**src/rtl/sp_pkg.sv**
```systemverilog
package sp_pkg;
    typedef enum logic [1:0] {
        ACC_IDLE  = 2'd0,
        ACC_ARRAY = 2'd1,
        ACC_POLL  = 2'd2
    } acc_state_t;
endpackage

```
**src/rtl/sp_strobe.sv**
```systemverilog
module sp_strobe (
    input  logic ce_n,
    input  logic oe_n,
    output logic rd_sel
);
    // a host read needs both active-low strobes asserted
    assign rd_sel = ~ce_n & ~oe_n;
endmodule

```
**src/rtl/sp_access_fsm.sv**
```systemverilog
module sp_access_fsm
    import sp_pkg::*;
(
    input  logic       clk,
    input  logic       rst_n,
    input  logic       rd_sel,
    input  logic       busy,
    output acc_state_t state_q,
    output logic       toggle_q
);
    acc_state_t state_d;
    logic       end_poll;

    always_comb begin
        state_d = state_q;
        unique case (state_q)
            ACC_IDLE: begin
                if (rd_sel && busy)       state_d = ACC_POLL;
                else if (rd_sel)          state_d = ACC_ARRAY;
            end
            ACC_ARRAY: begin
                if (!rd_sel)              state_d = ACC_IDLE;
                else if (busy)            state_d = ACC_POLL;
            end
            ACC_POLL: begin
                if (!rd_sel)              state_d = ACC_IDLE;
                else if (!busy)           state_d = ACC_ARRAY;
            end
            default:                      state_d = ACC_IDLE;
        endcase
    end

    // a busy access is over when the strobes are seen released
    assign end_poll = (state_q == ACC_POLL) && !rd_sel;

    always_ff @(posedge clk) begin
        if (!rst_n) begin
            state_q  <= ACC_IDLE;
            toggle_q <= 1'b0;
        end else begin
            state_q  <= state_d;
            if (end_poll)
                toggle_q <= ~toggle_q;
        end
    end
endmodule

```
**src/rtl/sp_out_mux.sv**
```systemverilog
module sp_out_mux #(
    parameter int DATA_W = 8
) (
    input  logic              rd_sel,
    input  logic              busy,
    input  logic              toggle,
    input  logic              last_msb,
    input  logic [DATA_W-1:0] arr_rdata,
    output logic [DATA_W-1:0] dq_out,
    output logic              dq_oe
);
    localparam int POLL_BIT = DATA_W - 1;
    localparam int TGL_BIT  = DATA_W - 2;

    logic [DATA_W-1:0] status;

    generate
        for (genvar i = 0; i < DATA_W; i++) begin : g_status
            if (i == POLL_BIT) begin : g_poll
                assign status[i] = ~last_msb;
            end else if (i == TGL_BIT) begin : g_tgl
                assign status[i] = toggle;
            end else begin : g_rsv
                assign status[i] = 1'b0;
            end
        end
    endgenerate

    always_comb begin
        dq_oe = rd_sel;
        if (!rd_sel)     dq_out = '0;
        else if (busy)   dq_out = status;
        else             dq_out = arr_rdata;
    end
endmodule

```
**src/rtl/wr_status_resp.sv**
```systemverilog
module wr_status_resp
    import sp_pkg::*;
#(
    parameter int DATA_W = 8
) (
    input  logic              clk,
    input  logic              rst_n,
    input  logic              ce_n,
    input  logic              oe_n,
    input  logic              busy,
    input  logic              last_msb,
    input  logic [DATA_W-1:0] arr_rdata,
    output logic [DATA_W-1:0] dq_out,
    output logic              dq_oe
);
    logic       rd_sel;
    logic       toggle_q;
    acc_state_t acc_state;

    sp_strobe u_strobe (
        .ce_n   (ce_n),
        .oe_n   (oe_n),
        .rd_sel (rd_sel)
    );

    sp_access_fsm u_fsm (
        .clk      (clk),
        .rst_n    (rst_n),
        .rd_sel   (rd_sel),
        .busy     (busy),
        .state_q  (acc_state),
        .toggle_q (toggle_q)
    );

    sp_out_mux #(.DATA_W(DATA_W)) u_mux (
        .rd_sel    (rd_sel),
        .busy      (busy),
        .toggle    (toggle_q),
        .last_msb  (last_msb),
        .arr_rdata (arr_rdata),
        .dq_out    (dq_out),
        .dq_oe     (dq_oe)
    );
endmodule

```
**config.mk**
```make
export PLATFORM = sky130hd
export DESIGN_NAME = wr_status_resp
export DESIGN_NICKNAME = d
export VERILOG_FILES = /design/src/rtl/sp_pkg.sv /design/src/rtl/sp_strobe.sv /design/src/rtl/sp_access_fsm.sv /design/src/rtl/sp_out_mux.sv /design/src/rtl/wr_status_resp.sv
export SDC_FILE = /design/constraint.sdc
export NUM_CORES = 1
export LEC_CHECK = 0
export BUFFER_PORTS_ARGS = -buffer_cell sky130_fd_sc_hd__buf_2
export CORE_AREA = 5 5 42 44
export DETAILED_ROUTE_END_ITERATION = 10
export DIE_AREA = 0 0 47 49
export GPL_ROUTABILITY_DRIVEN = 0
export PLACE_DENSITY = 0.48
export SLEW_MARGIN = 20
export SYNTH_ARGS = -nofsm -noshare
export SYNTH_HDL_FRONTEND = slang
export SYNTH_SLANG_ARGS = --single-unit
```
**constraint.sdc**
```tcl
create_clock -name clk -period 1.12 [get_ports clk]
set_clock_uncertainty 0.15 [all_clocks]
set_input_delay 0.224 -clock clk [delete_from_list [all_inputs] [get_ports clk]]
set_output_delay 0.224 -clock clk [all_outputs]
set_load 0.02 [all_outputs]
```
# --- Yosys cells after proc, flatten, opt, wreduce, memory -nomap -nowiden ---
# Index checks and enable logic that the tools add are counted.
op_classes:
  eq_ne: 5
  mux: 9
  n_bitwise: 5
  n_reduce_logical: 5
op_table:
  columns: ["op", "count"]
  rows:
  - ["2-to-1 mux 8 bit", 2]
  - ["2-to-1 mux 2 bit", 6]
  - ["inequality test 3 bit, second input constant", 2]
  - ["case mux 2 bit (3 select lines)", 1]
  - ["inverter 1 bit", 4]
  - ["inequality test 3 x 1 -> 1 bit, second input constant", 1]
  - ["AND reduction 3 bit", 1]
  - ["== test 2 x 1 -> 1 bit, second input constant", 1]
  - ["== test 2 bit, second input constant", 1]
  - ["logical AND 1 bit", 2]
  - ["logical NOT 2 bit", 1]
  - ["AND 1 bit", 1]
  - ["logical NOT 1 bit", 1]
totals:
  reg_bits: 3
  out_inout_bits: 9
  wordCells: 26

# --- Depth between registers and ports, before layout ---
# Gate-level depths: netlist of run 1.
depth:
  depth_word: 5
  mapped_depth: 3
  mapped_depth_nobuf: 3

# --- Hierarchy ---
# A second synthesis of run 1 with hierarchy kept.
hier_totals:
  hier_cells: 23
  area_unflattened_um2: 202.7
by_module_without_submodules:
  columns: ["mod", "n_inst", "cells_per_inst", "area_per_inst_um2", "seq_area_each_um2"]
  rows:
  - ["sp_access_fsm", 1, 10, 115.1, 60.1]
  - ["sp_out_mux", 1, 12, 83.8, 0.0]
  - ["sp_strobe", 1, 1, 3.8, 0.0]

# --- Worst setup path after synthesis of run 1 ---
# Ideal clock, no wire load.
synth_path:
  path_kind: "input -> output"
  from: "input last_msb"
  to: "output dq_out[7]"
  arrival_ns: 1.113
  required_ns: 0.746
  setup_slack_ns: -0.367
  stages: 1
  path_cell_list: "a2111oi_1"
synth_via:
  elab_chain_cells: 3
synth_lines:
  columns: ["item", "line", "source"]
  rows:
  - ["start, declared", "wr_status_resp.sv:11", "input logic last_msb,"]
  - ["inverter 1 bit", "sp_out_mux.sv:20", "assign status[i] = ~last_msb;"]
  - ["2-to-1 mux 8 bit", "sp_out_mux.sv:32", "else if (busy) dq_out = status;"]
  - ["2-to-1 mux 8 bit", "sp_out_mux.sv:31", "if (!rd_sel) dq_out = '0;"]
  - ["end, declared", "wr_status_resp.sv:13", "output logic [DATA_W-1:0] dq_out,"]
# No other way between the ends.

# --- Worst setup path after layout of run 1 ---
layout_path:
  from: "input busy"
  to: "output dq_out[7]"
layout_via:
  elab_chain_cells: 2
layout_lines:
  columns: ["item", "line", "source"]
  rows:
  - ["start, declared", "wr_status_resp.sv:10", "input logic busy,"]
  - ["2-to-1 mux 8 bit", "sp_out_mux.sv:32", null]
  - ["2-to-1 mux 8 bit", "sp_out_mux.sv:31", null]
# No other way between the ends.

==> results of run 1 <==
## logic make-up after synthesis
family | after synthesis | synth area share
DFF | 3 | 0.3097
and+or+nand+nor | 16 | 0.5355
AOI/OAI and AO/OA | 1 | 0.05161
muxes | 2 | 0.1032
## worst max-delay path, delay by kind of cell
kind            cells  cell delay, ns
compound gates      1            0.29
buf+inv             3            0.42
## report_power, final
group	internal (mW)	total (mW)	leakage, nW	switching [mW]
registers	0.111	0.112	0.0249	0.00156
logic	0.0746	0.129	0.204	0.0540
clock network	0.133	0.187	0.0150	0.0534
## per-stage QoR
step,cell area [µm²],TNS [ns],cells
floorplan,216.5,0,22
global placement,389.1,-1.938,64
detailed placement,389.1,-1.860,64
CTS,509.2,-1.129,69
global route,515.5,-1.544,69
finish,515.5,-1.122,69
## registers in the layout, summed over array words and instances, names as in the netlist
| signal | count |
|---|---|
| u_fsm.toggle_q | 1 |
| u_fsm.state_q | 2 |
## layout by cell type, fill, tap and decap left out, drive strengths merged, types with 2 or more instances in the layout
| cell | count |
|---|---|
| nor2 | 2 |
| clkbuf | 4 |
| mux2i | 2 |
| nand2 | 2 |
| and2 | 6 |
| dfxtp | 3 |
| nor3 | 2 |
| buf | 27 |
## how the worst min path moves through the flow
| stage | to | cells after the start | startpoint |
|---|---|---|---|
| after floorplan | u_fsm.toggle_q | 2 | rst_n |
| after global placement | u_fsm.toggle_q | 2 | u_fsm.toggle_q |
| after detailed placement | u_fsm.toggle_q | 2 | u_fsm.toggle_q |
| after CTS | u_fsm.state_q[0] | 2 | rst_n |
| after global routing | u_fsm.state_q[0] | 2 | rst_n |
| final | u_fsm.state_q[0] | 2 | rst_n |
## layout make-up
| cell class | instances | area, µm² | share of cell area |
|---|---|---|---|
| Sequential cell | 3 | 61.31 | 0.1189 |
| Clock buffer | 4 | 26.28 | 0.05097 |
| Multi-Input combinational cell | 19 | 172.7 | 0.3350 |
| Tap cell | 16 | 20.02 | 0.03883 |
| Timing Repair Buffer | 27 | 235.2 | 0.4563 |
## routing by layer
| layer | up-vias | wire [µm] |
|---|---|---|
| li1 | 141 | - |
| met5 | - | 0 |
| met3 | 2 | 126 |
| met2 | 22 | 305 |
| met1 | 117 | 280 |
| met4 | 0 | 10 |
## what timing repair did
item,4_1_cts,5_1_grt
setup buffers,1,0
setup endpoints to repair,9,8
hold endpoints to repair,0,0
pin swaps,4,4
resized for setup,27,2
cloned,0,0
==> flow_metrics.tcl, run 1 <==
set metrics [dict create \
    vias_per_cell 4.087 \
    ant_nets 0 \
    cts_tree "built" \
    syn-cell-area_um2 193.9 \
    synth-edff-count 0 \
    clk_latency_ns 0.23 \
    path_max_fanout 4 \
    die_h_um 49 \
    nNetsFinal 68 \
    portBuffers 22 \
    clkSlewWorstSetupHoldPaths_ns 0.04 \
    outcome "finished, violations left" \
    io_pins 23 \
    dieWidth_um 47 \
    whs_ns 0.1178 \
    numCtsBuffers 3 \
    clockBufferDepth 2 \
    via_count 282 \
    worstSetupEndpoint "dq_out[7]" \
    fin_crit_ns 1.302 \
    hold_viol 0 \
    place_ws_ns -0.2442 \
    max_slew_margin 0.8298 \
    track_usage 0.07606 \
    syn_nets 36 \
    grt_max_degree 8 \
    tightest_slew_ns 0.2553 \
    grt-ovfl-total 0 \
    setup_violations 8 \
    antenna_cells 0 \
    clock-sinks 3 \
    post-route-period-util 1.163 \
    rr_worst_depth 2 \
    row_count 14 \
    grt_first_pass_wirelength_mm 1.193 \
    pwr_density_cell_nw_per_um2 829.7 \
    syn-mean-instance-area_um2 8.815 \
    hp-class "input pin to flip-flop" \
    ys_ff_latch 3 \
    hpwlAfterDp_um 584.2 \
    startpoint "busy" \
    synth_area_leaders "dfxtp_1 (31%), and2_1 (19%), mux2i_1 (10%)" \
    slew_viol_final 0 \
    fillCellCount 148 \
    ys.flop_type "dfxtp_1" \
    drt_iter0_markers 3 \
    critPathRequiredTime_ns 0.75 \
    yosysWarnings 0 \
    start_util 0.1384 \
    drive_gt1_frac 0.7170 \
    cpMaxStageDelayCell "a2111oi_4" \
    critical_path_class "input pin to output port" \
    cts_root_buf "clkbuf_4" \
    rr_startpoint "u_fsm.state_q[0]" \
    slowest_delay_ns 0.29 \
    synth_cell_types 13 \
    cp-end-kind "output port" \
    wl_per_cell_um 10.48 \
    reg2reg_to "u_fsm.toggle_q" \
    violations "setup timing" \
    synthTopCellsByCount "and2_1 (6), dfxtp_1 (3), mux2i_1 (2), nand2_1 (2)" \
    worstPathCellList "buf_8 > buf_12 > a2111oi_4 > buf_4" \
    finalPower_uw 427.7 \
    p_leak_nw 0.2440 \
    yosysMostFrequentCell "and2_1" \
    grtUsageMet2 0.1063 \
    yosysTopAreaCell "dfxtp_1" \
    core_area_um2 1401 \
    rsz0062_at_grt "yes" \
    grt-busiest-layer "met2" \
    critPathArrivalTime_ns 0.93 \
    grt.met1_usage 0.07692 \
    cts_hold_buf 0 \
    htree_levels 1 \
    die_area_um2 2303 \
    wirelength_um 723 \
    synth-seq-area-share 0.3097 \
    r2r_setup_slack_ns 0.20 \
    firstDrtPassIters 2 \
    syn_inst 22 \
    drv_cap 0 \
    start_kind "input pin" \
    fmax_mhz 767.9 \
    antenna_found_initial 0 \
    async_flop_share 0 \
    layout_setup_ws_ns -0.1822 \
    drcViolationCount 0 \
    synthToLayoutAreaGrowth_pct 165.8 \
    fin_util 0.3679 \
    use_met3 0.06273 \
    peakVddDrop_uv 360.4 \
    grt_pass1_vias 281 \
    synth.top_cell.area_share 0.3097 \
]
Note: power is estimated with default switching activity, not from simulation.
==> inputs of run 2 (changes only) <==
Settings changed: SETUP_SLACK_MARGIN set to 0.4.
==> run 2 against run 1 <==
Effect of this change: the flow still finishes with violations (setup timing); hold slack gained 0.0037 ns; wire length grew 1.8%; worst setup slack gained 0.0054 ns; sequential power is essentially flat; combinational power grew 9%; cell area grew 8.3%; die area is the same; count of clock-buffer cells in the layout is the same; sequential share of layout area shrank 0.46 points; maximum frequency grew 0.42%; non-clock buffer count grew 2; core utilization grew 3.0 points; critical endpoint is now dq_out[0]; largest power group unchanged.
==> flow_metrics.tcl, run 2 (synthesis results as in run 1) <==
set metrics [dict create \
    cpMaxStageDelayCell "nor3_4" \
    io_pins 23 \
    slew_viol_final 0 \
    place_area_um2 404.1 \
    drv_cap 0 \
    top_register "u_fsm.state_q" \
    route.met2.wl_um 424 \
    nNetsFinal 70 \
    cts_tree "built" \
    row_count 14 \
    antenna_cells 0 \
    startpoint "busy" \
    dieWidth_um 47 \
    via_count 265 \
    cts_root_buf "clkbuf_4" \
    maxUsedRoutingLayer "met3" \
    p_int_uw 329.1 \
    wirelength_um 736 \
    post-route-period-util 1.158 \
    clock-sinks 3 \
    core_area_um2 1401 \
    stdcell_area_um2 558.0 \
    grt-ovfl-total 0 \
    min_from "rst_n" \
    drive_gt1_frac 0.8545 \
    grt_pass1_vias 290 \
    drcViolationCount 0 \
    portBuffers 22 \
    wl_met1_um 282 \
    rr_startpoint "u_fsm.state_q[0]" \
    violations "setup timing" \
    fin_util 0.3982 \
    outcome "finished, violations left" \
    critPathBufInv 2 \
    drt_iter0_markers 1 \
    clk_latency_ns 0.23 \
    layout_setup_ws_ns -0.1768 \
    start_kind "input pin" \
    cp-end-kind "output port" \
    wl_per_cell_um 10.37 \
    top_regs "u_fsm.state_q x2, u_fsm.toggle_q x1" \
    hold_viol 0 \
    seqPwrFrac 0.254 \
    firstDrtPassIters 4 \
    hp-class "input pin to flip-flop" \
    worstPathCellList "buf_8 > nor3_4 > and2_4 > buf_6" \
    largest_register_ffs 2 \
    slowest_delay_ns 0.29 \
    p_comb_frac 0.316 \
    critical_path_class "input pin to output port" \
    htree_levels 1 \
    vias_per_cell 3.732 \
    grt_first_pass_wirelength_mm 1.262 \
    path_max_fanout 7 \
    peakVddDrop_uv 292.9 \
    finalSetupTns_ns -1.373 \
    critPathRequiredTime_ns 0.75 \
    track_usage 0.07958 \
    fmax_mhz 771.1 \
    critPathArrivalTime_ns 0.92 \
    clkSlewWorstSetupHoldPaths_ns 0.04 \
    max_slew_margin 0.8103 \
    pwr_density_cell_nw_per_um2 799.6 \
    fin_crit_ns 1.297 \
    p_leak_nw 0.2608 \
    setup_violations 9 \
    pwr-share-clk 0.429 \
    cp_top_family "simple AND/OR/NAND/NOR gates" \
    tightest_slew_ns 0.2836 \
    die_h_um 49 \
    layout_common_cells "buf_6 (13), buf_2 (10), and2_4 (6), buf_4 (4)" \
    clockBufferDepth 2 \
    die_area_um2 2303 \
    switching_power_uw 117.2 \
    start_util 0.1384 \
    rsz0062_at_grt "yes" \
    numCtsBuffers 3 \
    swShare 0.2626 \
    antenna_found_initial 0 \
    layout_commonest_cell "buf_6" \
    wl_met3_um 28 \
    cts_hold_buf 0 \
    grt_max_degree 8 \
    synthToLayoutAreaGrowth_pct 187.7 \
    ant_nets 0 \
]
[run 2: changes by cell type in the layout (fill, tap and decap cells not counted), sizes merged]
cell,delta
buf,+2
[run 2: final timing paths]
kind,endpoint,slack [ns],cells after the start
setup / recovery,dq_out[0],-0.18,4
hold / removal,u_fsm.toggle_q,0.12,3
setup reg to reg,u_fsm.toggle_q,0.19,2
hold reg to reg,u_fsm.toggle_q,0.32,2
[run 2: routing by layer]
metal,vias to the layer above,track usage
met5,-,0
met3,0,0.03690
li1,145,-
met1,112,0.08352
met4,0,0.05530
met2,8,0.1199
[run 2: what timing repair did]
item	4_1_cts	5_1_grt
resized for setup	30	3
buffers inserted	3	0
setup endpoints to repair	12	12
hold endpoints to repair	0	0
pin swaps	11	8
[run 2: worst reg2reg max path: cells and delay by family (launching register included)]
family           cells  cell delay, ns
flip-flops           1            0.33
AND/OR/NAND/NOR      1            0.19
multiplexers         1            0.19
[run 2: cell type report]
type,instances,area (µm²)
fill,158,843.3
timing repair buffer,29,256.5
tap,16,20.02
clock buffer,4,26.28
multi-input combinational,19,191.4
sequential,3,63.81
[run 2: power groups by stage]
| stage | registers (mW) | logic (mW) | clock network, mW |
|---|---|---|---|
| detailed placement | 0.114 | 0.103 | 0 |
| global route | 0.114 | 0.151 | 0.222 |
| finish | 0.113 | 0.141 | 0.192 |
| floorplan | 0.114 | 0.0430 | 0 |
| global placement | 0.114 | 0.102 | 0 |
| CTS | 0.113 | 0.137 | 0.202 |
[run 2: through the flow]
step | hold slack [ns] | cells | setup slack, ns | power, mW
final | 0.1214 | 71 | -0.1768 | 0.4462
after global routing | 0.1243 | 71 | -0.2254 | 0.4869
after CTS | 0.1076 | 71 | -0.1874 | 0.4522
after detailed placement | 0.3086 | 64 | -0.2477 | 0.2167
after global placement | 0.3251 | 64 | -0.2434 | 0.2162
after floorplan | 0.2197 | 22 | 0.05618 | 0.1566
==> inputs of run 3 (changes only) <==
Settings changed: PLACE_DENSITY 0.48 to 0.49, RECOVER_POWER set to 25, SYNTH_HIERARCHICAL set to 1.
==> run 3 against run 2 <==
Effect of this change: the run still ends with setup timing left; synthesized area is 4.5% higher; die area did not move; clock power decreased by 4%; largest power group unchanged; maximum frequency grew 2.3%; count of clock-buffer cells in the layout unchanged; global-route usage fell by 1.6 points; synthesized cell count up 4.5%; critical path type is now flip-flop to output port; register-to-register slack about the same; highest routed layer unchanged; critical path depth decreased by 1; first-iteration DRC count stayed put.
==> flow_metrics.tcl, run 3 <==
set metrics [dict create \
    outcome "finished, violations left" \
    violations "setup timing" \
    layout_setup_ws_ns -0.1472 \
    vias_per_cell 3.824 \
    layout_commonest_cell "buf_6" \
    cts_root_buf "clkbuf_4" \
    tightest_slew_ns 0.1569 \
    cpMaxStageDelayCell "dfxtp_2" \
    place_ws_ns -0.1657 \
    hold_viol 0 \
    swShare 0.2391 \
    synth_cell_types 13 \
    slew_viol_final 0 \
    top_regs "u_fsm/state_q x2, u_fsm/toggle_q x1" \
    die_h_um 49 \
    top_register "u_fsm/state_q" \
    grt_pass1_vias 292 \
    min_from "rst_n" \
    fin_crit_ns 1.267 \
    yosysMostFrequentCell "and2_1" \
    portBuffers 22 \
    critPathArrivalTime_ns 0.89 \
    post-route-period-util 1.131 \
    ant_nets 0 \
    p_comb_frac 0.281 \
    cp_top_family "flip-flops" \
    rsz0062_at_grt "yes" \
    finalPower_uw 414.1 \
    antenna_found_initial 0 \
    syn_inst 23 \
    core_area_um2 1401 \
    clk_latency_ns 0.23 \
    p_leak_nw 0.2505 \
    track_usage 0.06329 \
    switching_power_uw 99.03 \
    cp-end-kind "output port" \
    grt_first_pass_wirelength_mm 1.048 \
    synth-seq-area-share 0.2963 \
    wirelength_um 616 \
    path_max_fanout 3 \
    p_int_uw 315.1 \
    antenna_cells 0 \
    dieWidth_um 47 \
    start_kind "flip-flop" \
    rr_worst_depth 2 \
    syn-cell-area_um2 202.7 \
    peakVddDrop_uv 275.8 \
    via_count 260 \
    clockBufferDepth 2 \
    yosysWarnings 6 \
    drt_iter0_markers 1 \
    numCtsBuffers 3 \
    yosysTopAreaCell "dfxtp_1" \
    fillCellCount 143 \
    hp-class "input pin to flip-flop" \
    io_pins 23 \
    grt_max_degree 7 \
    worstPathCellList "mux2i_1 > nor2b_2 > buf_6" \
    cp.depth 3 \
    multi_input_area_um2 173.9 \
    largest_register_ffs 2 \
    drv_cap 0 \
    synthToLayoutAreaGrowth_pct 148.1 \
    nNetsFinal 67 \
    synth-compound-area-share 0.04938 \
    critPathBufInv 1 \
    min_path_cells 3 \
    r2r_setup_slack_ns 0.20 \
    reg2reg_to "u_fsm/toggle_q" \
    htree_levels 1 \
    synthMuxAreaShare 0.09877 \
    seqPwrFrac 0.274 \
    critPathRequiredTime_ns 0.75 \
    wl_per_cell_um 9.059 \
    slowest_delay_ns 0.32 \
    synth.top_cell.area_share 0.2963 \
    synth_area_leaders "dfxtp_1 (30%), and2_1 (19%), mux2i_1 (9.9%)" \
    pwr_density_cell_nw_per_um2 823.4 \
    pwr-share-clk 0.445 \
    ys.flop_type "dfxtp_1" \
    ys_ff_latch 3 \
    drive_gt1_frac 0.8077 \
    firstDrtPassIters 4 \
    start_util 0.1446 \
    clock-sinks 3 \
    worstHoldEndpoint "u_fsm/toggle_q" \
    syn-mean-instance-area_um2 8.813 \
    max_slew_margin 0.8924 \
    syn_nets 37 \
    critical_path_class "flip-flop to output port" \
    whs_ns 0.1224 \
    synth_fa_ha_area_frac 0 \
    synth-edff-count 0 \
    synth-simple-area-share 0.5185 \
    die_area_um2 2303 \
    async_flop_share 0 \
    synthXorXnorAreaFrac 0 \
    cts_tree "built" \
    drcViolationCount 0 \
    layout_common_cells "buf_6 (14), buf_2 (11), and2_4 (6), clkbuf_4 (3)" \
    grt-ovfl-total 0 \
    synthTopCellsByCount "and2_1 (6), dfxtp_1 (3), nand2_1 (3)" \
    fmax_mhz 789.1 \
    row_count 14 \
    rr_startpoint "u_fsm/state_q[0]" \
    clkSlewWorstSetupHoldPaths_ns 0.04 \
    regArea_um2 62.56 \
    setup_violations 8 \
    synth_top_family_by_area "simple AND/OR/NAND/NOR gates" \
]
run 3: worst reg2reg max path: cells and delay by family, from the launching register on:
kind / cells / cell delay (ns)
flip-flops: 1 / 0.33
multiplexers: 1 / 0.19
AND/OR/NAND/NOR: 1 / 0.18
run 3: stage by stage:
| stage | std cells | util | setup TNS [ns] | area, µm² |
|---|---|---|---|---|
| finish | 68 | 0.3589 | -1.002 | 503.0 |
| global route | 68 | 0.3589 | -1.431 | 503.0 |
| CTS | 67 | 0.3464 | -1.052 | 485.5 |
| detailed placement | 62 | 0.2598 | -1.187 | 364.1 |
| global placement | 62 | 0.2598 | -1.127 | 364.1 |
| floorplan | 23 | - | 0 | 226.5 |
run 3: cell type report:
| cell class | count | share of cell area |
|---|---|---|
| multi-input cells | 19 | 0.3458 |
| well taps | 16 | 0.03980 |
| flip-flops and latches | 3 | 0.1244 |
| repair buffers | 26 | 0.4378 |
| clock buffers | 4 | 0.05224 |
run 3: logic make-up (layout without fill, tap and decap cells):
| logic type | after synthesis | after routing |
|---|---|---|
| simple gates | 16 | 16 |
| compound gates | 1 | 1 |
| flops | 3 | 3 |
| mux | 2 | 2 |
| buf+inv | 1 | 30 |
run 3: what timing repair did:
item                                    in CTS  in global routing
pin swaps                                    8                  5
gates cloned                                 0                  0
endpoints found under the setup margin      12                 12
hold buffers                                 0                  0
setup buffers                                1                  1
resized for setup                           30                  3
endpoints found under the hold margin        0                  0
run 3: worst max path at each step:
stage | slack [ns] | startpoint | end
6_report | -0.15 | u_fsm/toggle_q | dq_out[6]
4_1_cts | -0.16 | u_fsm/toggle_q | dq_out[6]
3_5_place_dp | -0.17 | oe_n | dq_out[5]
3_3_place_gp | -0.16 | oe_n | dq_out[5]
5_1_grt | -0.20 | oe_n | dq_out[4]
2_1_floorplan | 0.008 | oe_n | dq_out[0]
run 3: routing by layer:
metal	part of all wire	GRT usage	vias to the layer above	routed length (µm)
li1	-	-	136	-
met1	0.42	0.07440	103	258
met2	0.43	0.07919	21	262
met3	0.15	0.02214	0	95
met4	0	0.06912	0	0
met5	0	0	-	0
run 3: power by group through the flow:
stage	Sequential [mW]	Combinational (mW)	Clock (mW)
3_3_place_gp	0.114	0.0819	0
2_1_floorplan	0.114	0.0408	0
4_1_cts	0.113	0.111	0.194
6_report	0.113	0.116	0.184
3_5_place_dp	0.114	0.0821	0
5_1_grt	0.114	0.126	0.202
